**config.mk**
```make
export PLATFORM = sky130hd
export DESIGN_NAME = tick_alarm_timer
export DESIGN_NICKNAME = d
export VERILOG_FILES = /design/src/rtl/tick_alarm_pkg.sv /design/src/rtl/tick_alarm_dpath.sv /design/src/rtl/tick_alarm_ctrl.sv /design/src/rtl/tick_alarm_timer.sv
export SDC_FILE = /design/constraint.sdc
export NUM_CORES = 1
export LEC_CHECK = 0
export BUFFER_PORTS_ARGS = -buffer_cell sky130_fd_sc_hd__buf_2
export CORE_MARGIN = 4
export CORE_UTILIZATION = 44
export DETAILED_ROUTE_END_ITERATION = 12
export GPL_TIMING_DRIVEN = 0
export MAX_ROUTING_LAYER = met4
export PLACE_DENSITY = 0.74
export SETUP_SLACK_MARGIN = 0.15
export SYNTH_ARGS = -nofsm -noshare
export SYNTH_HDL_FRONTEND = slang
export SYNTH_HIERARCHICAL = 1
export SYNTH_SLANG_ARGS = --single-unit
```
**constraint.sdc**
```tcl
create_clock -name clk -period 3 [get_ports clk]
set_input_delay 0.6 -clock clk [delete_from_list [all_inputs] [get_ports clk]]
set_output_delay 0.6 -clock clk [all_outputs]
set_load 0.02 [all_outputs]
```
**src/rtl/tick_alarm_pkg.sv**
```systemverilog
package tick_alarm_pkg;
  localparam int DATA_W = 32;
  localparam int CNT_W = 32;
  localparam int PRE_W = 16;
  localparam int NUM_EVT = 2;
  localparam int ALM_EN_BIT = PRE_W;
  localparam int INC_EN_BIT = PRE_W + 1;
  localparam int RESTART_BIT = PRE_W + 2;
  localparam logic [PRE_W-1:0] PRE_RESET = 16'h8000;
  localparam logic [CNT_W-1:0] ALARM_OFF = '1;
  localparam int EVT_ALM = 0;
  localparam int EVT_INC = 1;

  typedef enum logic [1:0] {
    REG_MODE = 2'd0,
    REG_ALARM = 2'd1,
    REG_COUNT = 2'd2,
    REG_STATUS = 2'd3
  } regSel_e;

  typedef struct packed {
    logic restart;
  } ctlStrobe_t;

  typedef struct packed {
    logic inc;
    logic alarm;
  } dpEvent_t;
endpackage

```
**src/rtl/tick_alarm_dpath.sv**
```systemverilog
module tick_alarm_dpath
  import tick_alarm_pkg::*;
(
  input  logic             clk,
  input  logic             rstN,
  input  ctlStrobe_t       strobe,
  input  logic [PRE_W-1:0] prescale,
  input  logic [CNT_W-1:0] alarmVal,
  output logic [CNT_W-1:0] countVal,
  output dpEvent_t         evt
);
  localparam logic [CNT_W-1:0] CNT_ONE = 1;
  localparam logic [PRE_W-1:0] PRE_ONE = 1;

  logic [PRE_W-1:0] preCnt;
  logic [PRE_W-1:0] preLimit;
  logic [CNT_W-1:0] countQ;
  logic [CNT_W-1:0] countNext;
  logic             tickNow;

  // prescale 0 wraps to all ones, which gives the full 2^PRE_W period
  assign preLimit = prescale - PRE_ONE;
  assign tickNow = (preCnt == preLimit) && !strobe.restart;
  assign countNext = countQ + CNT_ONE;

  always_ff @(posedge clk or negedge rstN) begin
    if (!rstN) begin
      preCnt <= '0;
      countQ <= '0;
    end else if (strobe.restart) begin
      preCnt <= '0;
      countQ <= '0;
    end else if (tickNow) begin
      preCnt <= '0;
      countQ <= countNext;
    end else begin
      preCnt <= preCnt + PRE_ONE;
    end
  end

  assign countVal = countQ;
  assign evt.inc = tickNow;
  assign evt.alarm = tickNow && (countNext == alarmVal) && (alarmVal != ALARM_OFF);

  p_restart_zero_r4: assert property (@(posedge clk) disable iff (!rstN)
    strobe.restart |=> (countQ == '0));
  p_hold_between_r2: assert property (@(posedge clk) disable iff (!rstN)
    (!strobe.restart && !evt.inc) |=> $stable(countQ));
  p_step_by_one_r7: assert property (@(posedge clk) disable iff (!rstN)
    evt.inc |=> (countQ == $past(countQ) + CNT_ONE));
endmodule

```
**src/rtl/tick_alarm_ctrl.sv**
```systemverilog
module tick_alarm_ctrl
  import tick_alarm_pkg::*;
#(
  parameter int ADDR_W = 4
) (
  input  logic              clk,
  input  logic              rstN,
  input  logic              busSel,
  input  logic              busWrite,
  input  logic [ADDR_W-1:0] busAddr,
  input  logic [DATA_W-1:0] busWdata,
  output logic [DATA_W-1:0] busRdata,
  output logic              irq,
  output ctlStrobe_t        strobe,
  output logic [PRE_W-1:0]  prescale,
  output logic [CNT_W-1:0]  alarmVal,
  input  logic [CNT_W-1:0]  countVal,
  input  dpEvent_t          evt
);
  localparam int REG_LSB = 2;

  regSel_e             regIdx;
  logic                wrMode;
  logic                wrAlarm;
  logic                rdStatus;
  logic [PRE_W-1:0]    prescaleQ;
  logic [NUM_EVT-1:0]  enableQ;
  logic [CNT_W-1:0]    alarmQ;
  logic [NUM_EVT-1:0]  statusQ;
  logic [NUM_EVT-1:0]  evtVec;
  logic                unusedBits;

  assign regIdx = regSel_e'(busAddr[REG_LSB +: 2]);
  assign wrMode = busSel && busWrite && (regIdx == REG_MODE);
  assign wrAlarm = busSel && busWrite && (regIdx == REG_ALARM);
  assign rdStatus = busSel && !busWrite && (regIdx == REG_STATUS);
  assign strobe.restart = wrMode && busWdata[RESTART_BIT];
  assign unusedBits = ^{busAddr, busWdata[DATA_W-1:RESTART_BIT+1]};

  always_ff @(posedge clk or negedge rstN) begin
    if (!rstN) begin
      prescaleQ <= PRE_RESET;
      enableQ <= '0;
      alarmQ <= ALARM_OFF;
    end else begin
      if (wrMode) begin
        prescaleQ <= busWdata[PRE_W-1:0];
        enableQ[EVT_ALM] <= busWdata[ALM_EN_BIT];
        enableQ[EVT_INC] <= busWdata[INC_EN_BIT];
      end
      if (wrAlarm) alarmQ <= busWdata[CNT_W-1:0];
    end
  end

  assign evtVec[EVT_ALM] = evt.alarm;
  assign evtVec[EVT_INC] = evt.inc;

  for (genvar i = 0; i < NUM_EVT; i++) begin : g_flag
    always_ff @(posedge clk or negedge rstN) begin
      if (!rstN) statusQ[i] <= 1'b0;
      else statusQ[i] <= evtVec[i] || (statusQ[i] && !rdStatus);
    end

    p_event_kept_r8: assert property (@(posedge clk) disable iff (!rstN)
      evtVec[i] |=> statusQ[i]);
    p_read_clears_r8: assert property (@(posedge clk) disable iff (!rstN)
      (rdStatus && !evtVec[i]) |=> !statusQ[i]);
  end

  always_comb begin
    busRdata = '0;
    unique case (regIdx)
      REG_MODE: begin
        busRdata[PRE_W-1:0] = prescaleQ;
        busRdata[ALM_EN_BIT] = enableQ[EVT_ALM];
        busRdata[INC_EN_BIT] = enableQ[EVT_INC];
      end
      REG_ALARM: busRdata[CNT_W-1:0] = alarmQ;
      REG_COUNT: busRdata[CNT_W-1:0] = countVal;
      REG_STATUS: busRdata[NUM_EVT-1:0] = statusQ;
      default: busRdata = '0;
    endcase
  end

  assign irq = |(statusQ & enableQ);
  assign prescale = prescaleQ;
  assign alarmVal = alarmQ;

  p_alarm_match_r6: assert property (@(posedge clk) disable iff (!rstN)
    ($rose(statusQ[EVT_ALM]) && !$past(wrAlarm)) |->
      ((countVal == alarmQ) && (alarmQ != ALARM_OFF)));
endmodule

```
**src/rtl/tick_alarm_timer.sv**
```systemverilog
module tick_alarm_timer
  import tick_alarm_pkg::*;
(
  input  logic        clk,
  input  logic        rstN,
  input  logic        busSel,
  input  logic        busWrite,
  input  logic [3:0]  busAddr,
  input  logic [31:0] busWdata,
  output logic [31:0] busRdata,
  output logic        irq
);
  ctlStrobe_t       strobe;
  dpEvent_t         evt;
  logic [PRE_W-1:0] prescale;
  logic [CNT_W-1:0] alarmVal;
  logic [CNT_W-1:0] countVal;

  tick_alarm_ctrl #(.ADDR_W(4)) u_ctrl (
    .clk(clk), .rstN(rstN), .busSel(busSel), .busWrite(busWrite),
    .busAddr(busAddr), .busWdata(busWdata), .busRdata(busRdata), .irq(irq),
    .strobe(strobe), .prescale(prescale), .alarmVal(alarmVal),
    .countVal(countVal), .evt(evt)
  );

  tick_alarm_dpath u_dpath (
    .clk(clk), .rstN(rstN), .strobe(strobe), .prescale(prescale),
    .alarmVal(alarmVal), .countVal(countVal), .evt(evt)
  );
endmodule

```
==> results of run 1 <==
## what timing repair did
| action | in CTS | in global routing |
|---|---|---|
| endpoints found under the setup margin | 58 | 52 |
| gates resized for setup | 35 | 47 |
| hold buffers | 0 | 0 |
| setup buffers | 13 | 8 |
| pin swaps | 5 | 1 |
## cell usage after synthesis, types with 3 or more instances
library cell,count
dfrtp_1,67
nor2_1,56
xnor2_1,44
mux2_4,39
dfstp_2,33
nand4_1,33
a21oi_1,32
o21ai_0,31
xor2_1,31
or3_1,30
clkbuf_1,29
nand2_1,26
nand3_1,21
inv_1,19
a222oi_1,18
nor2b_1,16
a22oi_1,14
nor3_1,13
or4_1,13
mux2_2,12
nor4_1,9
ha_1,8
o31ai_1,8
buf_6,6
mux2i_1,6
and3_1,5
and4_1,5
buf_2,5
a211o_1,3
a21o_1,3
a31oi_1,3
and2_1,3
nor3b_1,3
## layer usage
metal | track usage (%) | part of all wire, %
met3 | 4.27 | 6.8
met4 | 7.76 | 3.2
met1 | 29.6 | 41
met5 | - | 0
met2 | 35.9 | 49
## stage by stage
step	setup slack [ns]	area (um^2)	instances	TNS, ns	util (%)
floorplan	0.0845	6830	694	0	-
global placement	-0.707	7420	952	-10.86	49.0
detailed placement	-0.729	7450	953	-11.07	49.2
CTS	-0.107	7980	982	-0.466	52.7
global route	-0.214	8170	990	-3.88	53.9
finish	-0.120	8170	990	-1.14	53.9
## final timing paths
path,start,to,slack [ns]
min in group clk,busWdata[28],u_ctrl/alarmVal[28]$_DFFE_PN1P_,0.47
max in group asynchronous,rstN,u_ctrl/alarmVal[3]$_DFFE_PN1P_,1.98
max,u_ctrl/prescale[3]$_DFFE_PN0P_,u_ctrl/statusQ[0]$_DFF_PN0_,-0.12
min reg2reg,u_ctrl/statusQ[1]$_DFF_PN0_,u_ctrl/statusQ[1]$_DFF_PN0_,0.52
max reg2reg,u_ctrl/prescale[3]$_DFFE_PN0P_,u_ctrl/statusQ[0]$_DFF_PN0_,-0.12
min,rstN,u_dpath/countVal[12]$_DFFE_PN0P_,0.28
## area by class of cell
type	count	area, um^2	area share [%]
inverter	19	71.3	0.873
buffer	44	283	3.46
timing repair buffer	92	538	6.59
clock inverter	7	91.3	1.12
tap	188	235	2.88
sequential	100	2560	31.3
multi-input combinational	531	4170	51.0
clock buffer	9	225	2.76
## logic make-up (layout without fill, tap and decap cells)
| family | after synthesis | after routing |
|---|---|---|
| buf+inv | 63 | 171 |
| flops | 100 | 100 |
| mux | 57 | 57 |
| xor+xnor | 75 | 75 |
| fa+ha+maj | 8 | 8 |
| compound gates | 140 | 140 |
| simple gates | 251 | 251 |
## sequential cells by signal, summed over array words and instances (netlist names)
signal / flops
u_ctrl/alarmVal: 32
u_ctrl/enableQ: 2
u_ctrl/prescale: 16
u_ctrl/statusQ: 2
u_dpath/countVal: 32
u_dpath/preCnt: 16
## power by group through the flow
stage | clock, mW | sequential [mW] | combinational [mW]
floorplan | 0 | 2.02 | 1.12
global placement | 0 | 2.17 | 1.38
detailed placement | 0 | 2.18 | 1.42
CTS | 1.27 | 2.16 | 1.51
global route | 1.33 | 2.22 | 1.71
finish | 1.25 | 2.17 | 1.58
==> flow_summary.toml, run 1 <==
[worst_setup_path]
crit_buf_inv = 2
slowest_delay_ns = 0.54
critPathMaxFanout = 10
path_cells = "nor4_4, nand2_2, or4_1, a221o_1, or4_4, buf_6, buf_6, a211o_1, nor4_4, a21o_1"
reg2reg_depth = 10
cp_num_cells = 10
end_kind = "flip-flop"
worst_setup_path_start_kind = "flip-flop"
crit_family = "simple AND/OR/NAND/NOR gates"
worstPathArrival_ns = 3.42
critical_path_class = "reg -> reg"
cp_data_required_time_ns = 3.30
crit_slowest_cell = "or4_4"

[clock_tree]
cts_buffer_depth = 2
cts_root_buf = "clkbuf_16"
clock-sinks = 100
cts_tree = "built"
numCtsBuffers = 9
htreeDepth = 3
clk_latency_ns = 0.37
clkTransAtPathRegs_ns = 0.08

[synthesis]
synth_top_family_by_area = "simple AND/OR/NAND/NOR gates"
synthSimpleGateAreaFrac_pct = 21.0
synth_top_area_cell = "dfrtp_1"
netlist_area_um2 = 6760
syn_area_per_cell_um2 = 9.74
synth_seq_cells = 100
synthTopCellsByArea = "dfrtp_1 (25%), dfstp_2 (13%), mux2_4 (8.7%), xnor2_1 (5.7%), xor2_1 (4.0%)"
synth_adder_area_share_pct = 1.48
synthArstFlopShare_pct = 100
synth_top_area_share_pct = 24.8
synth-compound-area-share_pct = 14.3
synth_cell_type_count = 72
synth.area.mux_share_pct = 11.5
synth_seq_area_share_pct = 37.6
synthFlopType = "dfrtp_1"
syn_nets = 742
synth_edf_count = 0
synth_xor_area_share_pct = 9.72
ys_warn_count = 6
synthCells = 694

[floorplan]
io_pins = 73
initial_core_util_pct = 44.6
die_area_um2 = 17400
fp.dieW_um = 132
core_area_um2 = 15100
rows = 45
die_h_um = 132

[place]
port_buffers = 70
dp_hpwl_mm = 14.1
routabilityCongestion = 0.964

[outcome]
failed_checks = "negative setup slack"
outcome = "finished, violations left"

[finish]
fin_nets = 845
nFillCells = 1327
mostFrequentLayoutCells = "buf_2 (74), dfrtp_1 (57), nor2_1 (56), xnor2_1 (44), mux2_4 (40)"
final_common_cell = "buf_2"
drive_gt1_share_pct = 34.8
diodes = 0
syn2layout_area_growth_pct = 20.8

[timing]
period_needed_ns = 3.12
timing.final.crit_share_pct = 104
rsz0062_at_grt = "true"
setup_viol = 32
worst_slack_ns = -0.120
timing_hold_violations_final = 0
slew_violations = 0
hold_ws_ns = 0.279
fmax_ghz = 0.320
skew_ns = 0.0135
worstMarginPinSlew_ns = 0.777
slew_headroom_pct = 48.2

[pwr]
vdd.ir_drop.worst_v = 0.000444
seqPwrFrac_pct = 43.4
p_leak_nw = 3.39
switchingPower_mw = 1.82
combPwrFrac_pct = 31.5
p_total_mw = 5.00
p_int_mw = 3.18
p_clk_share_pct = 25.1
switching_share_pct = 36.4
power.density_nw_per_um2 = 612

[grt]
grtUsageTotal_pct = 22.8
grt_overflow = 0
grt_max_degree = 53
antenna_found_initial = 0
grt_pass1_vias = 5739
grt_first_pass_wirelength_mm = 31.2

[detailed_routing]
drtIter0Drc = 643
vias = 6158
routed_wl_mm = 19.9
drcViolationCount = 0
viasPerCell = 6.22
drt-wirelength-per-cell_um = 20.1
drtAntennaViolNets = 0
drt-pass1-iter-count = 6

[run]
cap_viol_max_count = 0

[hold_path]
hold_class = "in -> async"
No activity file was read; power rests on OpenSTA's default activity.
==> run 2, diff against run 1 <==
MAX_ROUTING_LAYER = not set   (was met4)
==> flow_summary.toml, run 2 (synthesized netlist as in run 1, its figures left out) <==
[outcome]
outcome = "finished, violations left"
failed_checks = "negative setup slack"

[grt]
grt_max_degree = 53
antenna_found_initial = 0
grt_overflow = 0
grt_first_pass_wirelength_mm = 31.5
grt_pass1_vias = 5937
grtUsageTotal_pct = 22.3

[floorplan]
die_h_um = 132
io_pins = 73
core_area_um2 = 15100
rows = 45
fp.dieW_um = 132
die_area_um2 = 17400
initial_core_util_pct = 44.6

[timing]
rsz0062_at_grt = "true"
fin_setup_tns_ns = -2.80
worst_slack_ns = -0.206
fmax_ghz = 0.312
timing_hold_violations_final = 0
skew_ns = 0.0174
hold_ws_ns = 0.270
slew_violations = 0
setup_viol = 34
period_needed_ns = 3.21
slew_headroom_pct = 45.7
worstMarginPinSlew_ns = 0.815
timing.final.crit_share_pct = 107

[clock_tree]
clkTransAtPathRegs_ns = 0.08
numCtsBuffers = 9
clk_latency_ns = 0.37
clock-sinks = 100
cts_buffer_depth = 2
cts_hold_buf = 0
cts_tree = "built"
cts_root_buf = "clkbuf_16"
htreeDepth = 3

[worst_setup_path]
worst_setup_path_start_kind = "flip-flop"
critical_path_class = "reg -> reg"
r2r-start = "u_dpath/countVal[10]$_DFFE_PN0P_"
reg2reg_depth = 11
rr_endpoint = "u_ctrl/statusQ[0]$_DFF_PN0_"
critPathMaxFanout = 8
worstPathArrival_ns = 3.51
cp_data_required_time_ns = 3.31
r2r_slack_ns = -0.21
end_kind = "flip-flop"

[detailed_routing]
drt-pass1-iter-count = 7
drcViolationCount = 0
drt-wirelength-per-cell_um = 20.5
drtAntennaViolNets = 0
routed_wl_mm = 20.2
drtIter0Drc = 666
vias = 6171
viasPerCell = 6.28

[finish]
nFillCells = 1337
layout.cells.non_filler = 983
mostFrequentLayoutCells = "buf_2 (72), dfrtp_1 (60), nor2_1 (43), xnor2_1 (43), mux2_4 (40)"
diodes = 0
syn2layout_area_growth_pct = 21.2
fin_nets = 838
drive_gt1_share_pct = 35.0
final_common_cell = "buf_2"

[hold_path]
hold_class = "in -> async"

[place]
place_inst = 953
dp_hpwl_mm = 14.1
routabilityCongestion = 0.969
port_buffers = 70

[run]
cap_viol_max_count = 0

[pwr]
p_total_mw = 4.94
vdd.ir_drop.worst_v = 0.000392
power.density_nw_per_um2 = 603
p_leak_nw = 3.35
==> run 2: changes by cell type in the layout (fill, tap and decap cells not counted), moves of 4 or more <==
cell,previous run,this run
a21oi_1,14,18
buf_4,24,12
nor2_1,56,43
nor2_4,0,9
nor2_2,0,4
a21oi_2,18,14
==> run 2: per-stage QoR <==
stage	utilization, %	instance area, um^2	setup WS (ns)
6_report	54.1	8190	-0.206
5_1_grt	54.1	8190	-0.290
4_1_cts	52.4	7930	-0.145
3_5_place_dp	49.2	7450	-0.856
3_3_place_gp	49.0	7420	-0.783
2_1_floorplan	-	6830	0.0845
==> run 2: per-layer routing <==
layer / up-vias / wire length, um / track usage [%]
met3: 67 / 1410 / 4.20
li1: 2786 / - / -
met2: 285 / 9740 / 36.8
met1: 3033 / 8350 / 29.0
met5: - / 0 / 0
met4: 0 / 685 / 8.75
==> run 2: worst max-delay path: stages, from the launching register on <==
cell and delay (ns):
dfrtp_1 0.35, buf_2 0.21, nand4_1 0.27, buf_4 0.24, nor4_2 0.51, and2_0 0.19, clkbuf_1 0.29, xnor2_1 0.15
a31oi_1 0.25, o2111ai_2 0.20, nor4_4 0.34, a21o_1 0.12
==> run 2: worst max-delay path by stage <==
stage	cells past startpoint	from	end	slack, ns
after global placement	11	u_dpath/countVal[5]$_DFFE_PN0P_	u_ctrl/statusQ[0]$_DFF_PN0_	-0.78
after floorplan	8	u_ctrl/prescale[5]$_DFFE_PN0P_	u_dpath/countVal[28]$_DFFE_PN0P_	0.08
final	11	u_dpath/countVal[10]$_DFFE_PN0P_	u_ctrl/statusQ[0]$_DFF_PN0_	-0.21
after detailed placement	11	u_dpath/countVal[5]$_DFFE_PN0P_	u_ctrl/statusQ[0]$_DFF_PN0_	-0.86
after global routing	11	u_dpath/countVal[10]$_DFFE_PN0P_	u_ctrl/statusQ[0]$_DFF_PN0_	-0.29
after CTS	11	u_ctrl/prescale[3]$_DFFE_PN0P_	u_ctrl/statusQ[0]$_DFF_PN0_	-0.15
==> run 2: area by class of cell <==
| cell class | count | area (um^2) | area share, % |
|---|---|---|---|
| multi-input cells | 531 | 4220 | 51.5 |
| flip-flops and latches | 100 | 2550 | 31.1 |
| repair buffers | 85 | 514 | 6.28 |
| plain buffers | 44 | 294 | 3.59 |
| well taps | 188 | 235 | 2.87 |
| clock buffers | 9 | 225 | 2.75 |
| clock inverters | 7 | 80.1 | 0.977 |
| inverters | 19 | 71.3 | 0.870 |
==> run 2: power by group <==
group / switching, mW / internal, mW
clock: 0.606 / 0.594
combinational: 0.759 / 0.800
sequential: 0.481 / 1.70
total: 1.84 / 3.10
==> run 2: repair_timing <==
item                                    4_1_cts  5_1_grt
pin swaps                                     6       14
hold endpoints to repair                      0        0
endpoints found under the setup margin       51       55
gates resized for setup                      35       65
setup buffers                                 7        6
cloned                                        0        1
==> run 3, diff against run 2 <==
CORE_UTILIZATION = 54   (was 44)
PLACE_DENSITY = 0.86   (was 0.74)
==> flow_summary.toml, run 3 (synthesized netlist as in run 1, its figures left out) <==
[outcome]
outcome = "finished, violations left"
failed_checks = "negative setup slack"

[finish]
syn2layout_area_growth_pct = 25.1
mostFrequentLayoutCells = "buf_2 (72), dfrtp_1 (59), xnor2_1 (44), nor2_1 (42), mux2_4 (40)"
seqCellArea_um2 = 2550
diodes = 0
fin_nets = 850
layout.cells.non_filler = 975
fin_util_pct = 69.8
multi_input_area_um2 = 4320
drive_gt1_share_pct = 37.3
final_common_cell = "buf_2"
nFillCells = 877

[worst_setup_path]
crit_buf_inv = 2
worst_setup_path_start_kind = "flip-flop"
cp-endpoint = "u_ctrl/statusQ[0]$_DFF_PN0_"
r2r_slack_ns = -0.31
crit_slowest_cell = "or4_4"
end_kind = "flip-flop"
startpoint = "u_ctrl/prescale[3]$_DFFE_PN0P_"
cp_num_cells = 10
r2r-start = "u_ctrl/prescale[3]$_DFFE_PN0P_"
worstPathArrival_ns = 3.61
cp_data_required_time_ns = 3.30
path_cells = "nor4_4, nand2_2, or4_1, a221o_1, or4_4, buf_8, buf_8, a211o_1, nor4_4, a21o_1"
slowest_delay_ns = 0.55
crit_family = "simple AND/OR/NAND/NOR gates"
critPathMaxFanout = 3
reg2reg_depth = 10
rr_endpoint = "u_ctrl/statusQ[0]$_DFF_PN0_"
critical_path_class = "reg -> reg"

[timing]
slew_violations = 0
skew_ns = 0.0122
fmax_ghz = 0.302
timing_hold_violations_final = 0
worstMarginPinSlew_ns = 0.883
period_needed_ns = 3.31
setup_viol = 34
slew_headroom_pct = 41.1
timing.final.crit_share_pct = 110
rsz0062_at_grt = "true"
worst_slack_ns = -0.312

[clock_tree]
cts_tree = "built"
clkTransAtPathRegs_ns = 0.07
clk_latency_ns = 0.36
htreeDepth = 3
cts_hold_buf = 0
clock-sinks = 100
cts_root_buf = "clkbuf_16"
numCtsBuffers = 9
cts_buffer_depth = 2

[floorplan]
die_h_um = 120
core_area_um2 = 12100
fp.dieW_um = 120
initial_core_util_pct = 55.8
rows = 40
die_area_um2 = 14400
io_pins = 73

[pwr]
p_leak_nw = 3.49
power.density_nw_per_um2 = 591
vdd.ir_drop.worst_v = 0.000478

[place]
place_inst = 933
dp_hpwl_mm = 14.3
routabilityCongestion = 0.996
port_buffers = 70

[grt]
grt_pass1_vias = 6028
antenna_found_initial = 0
grt_overflow = 0
grtUsageTotal_pct = 28.4
grt_first_pass_wirelength_mm = 32.3
grt_max_degree = 55

[detailed_routing]
drt-wirelength-per-cell_um = 22.2
drtIter0Drc = 948
viasPerCell = 6.66
drcViolationCount = 0
drtAntennaViolNets = 0
drt-pass1-iter-count = 8
vias = 6496
routed_wl_mm = 21.6

[run]
cap_viol_max_count = 0

[hold_path]
hold_class = "in -> async"
run 3: area by class of cell:
cell class / count / share of cell area, %
buffer: 44 / 3.86
clock buffer: 9 / 2.66
clock inverter: 7 / 0.710
inverter: 19 / 0.844
multi-input combinational: 531 / 51.1
sequential: 100 / 30.2
tap: 168 / 2.49
timing repair buffer: 97 / 8.11
run 3: through the flow:
step,hold WS (ns),worst slack [ns],cell area [um^2],power [mW],setup TNS [ns]
finish,0.275,-0.312,8450,5.00,-7.53
floorplan,0.304,0.0845,6830,3.14,0
global route,0.316,-0.356,8450,5.21,-7.74
CTS,0.279,-0.297,8100,4.83,-4.85
global placement,0.499,-0.641,7390,3.55,-8.32
detailed placement,0.509,-0.696,7420,3.61,-10.58
run 3: how the worst min path moves through the flow:
stage	end	from	cells after the start	slack (ns)
2_1_floorplan	u_ctrl/enableQ[0]$_DFFE_PN0P_	rstN	0	0.30
3_3_place_gp	u_ctrl/statusQ[1]$_DFF_PN0_	u_ctrl/statusQ[1]$_DFF_PN0_	1	0.50
3_5_place_dp	u_ctrl/statusQ[1]$_DFF_PN0_	u_ctrl/statusQ[1]$_DFF_PN0_	1	0.51
4_1_cts	u_ctrl/prescale[12]$_DFFE_PN0P_	rstN	1	0.28
5_1_grt	u_dpath/countVal[8]$_DFFE_PN0P_	rstN	1	0.32
6_report	u_dpath/countVal[25]$_DFFE_PN0P_	rstN	1	0.27
run 3: metal layers:
| metal | wire (um) | vias up | global-route usage (%) |
|---|---|---|---|
| met1 | 8020 | 3127 | 36.2 |
| met4 | 1130 | 0 | 11.5 |
| met5 | 0 | - | 0 |
| li1 | - | 2813 | - |
| met2 | 10400 | 449 | 46.3 |
| met3 | 2060 | 107 | 6.93 |
run 3: report_power, final:
group | leakage [nW] | switching, mW | internal (mW)
Combinational | 2.16 | 0.825 | 0.837
Clock | 0.139 | 0.556 | 0.574
Sequential | 1.20 | 0.501 | 1.70
run 3: timing repair:
item | CTS | global route
gates cloned | 4 | 1
endpoints found under the setup margin | 50 | 65
setup buffers | 14 | 7
gates resized for setup | 53 | 81
pin swaps | 12 | 21
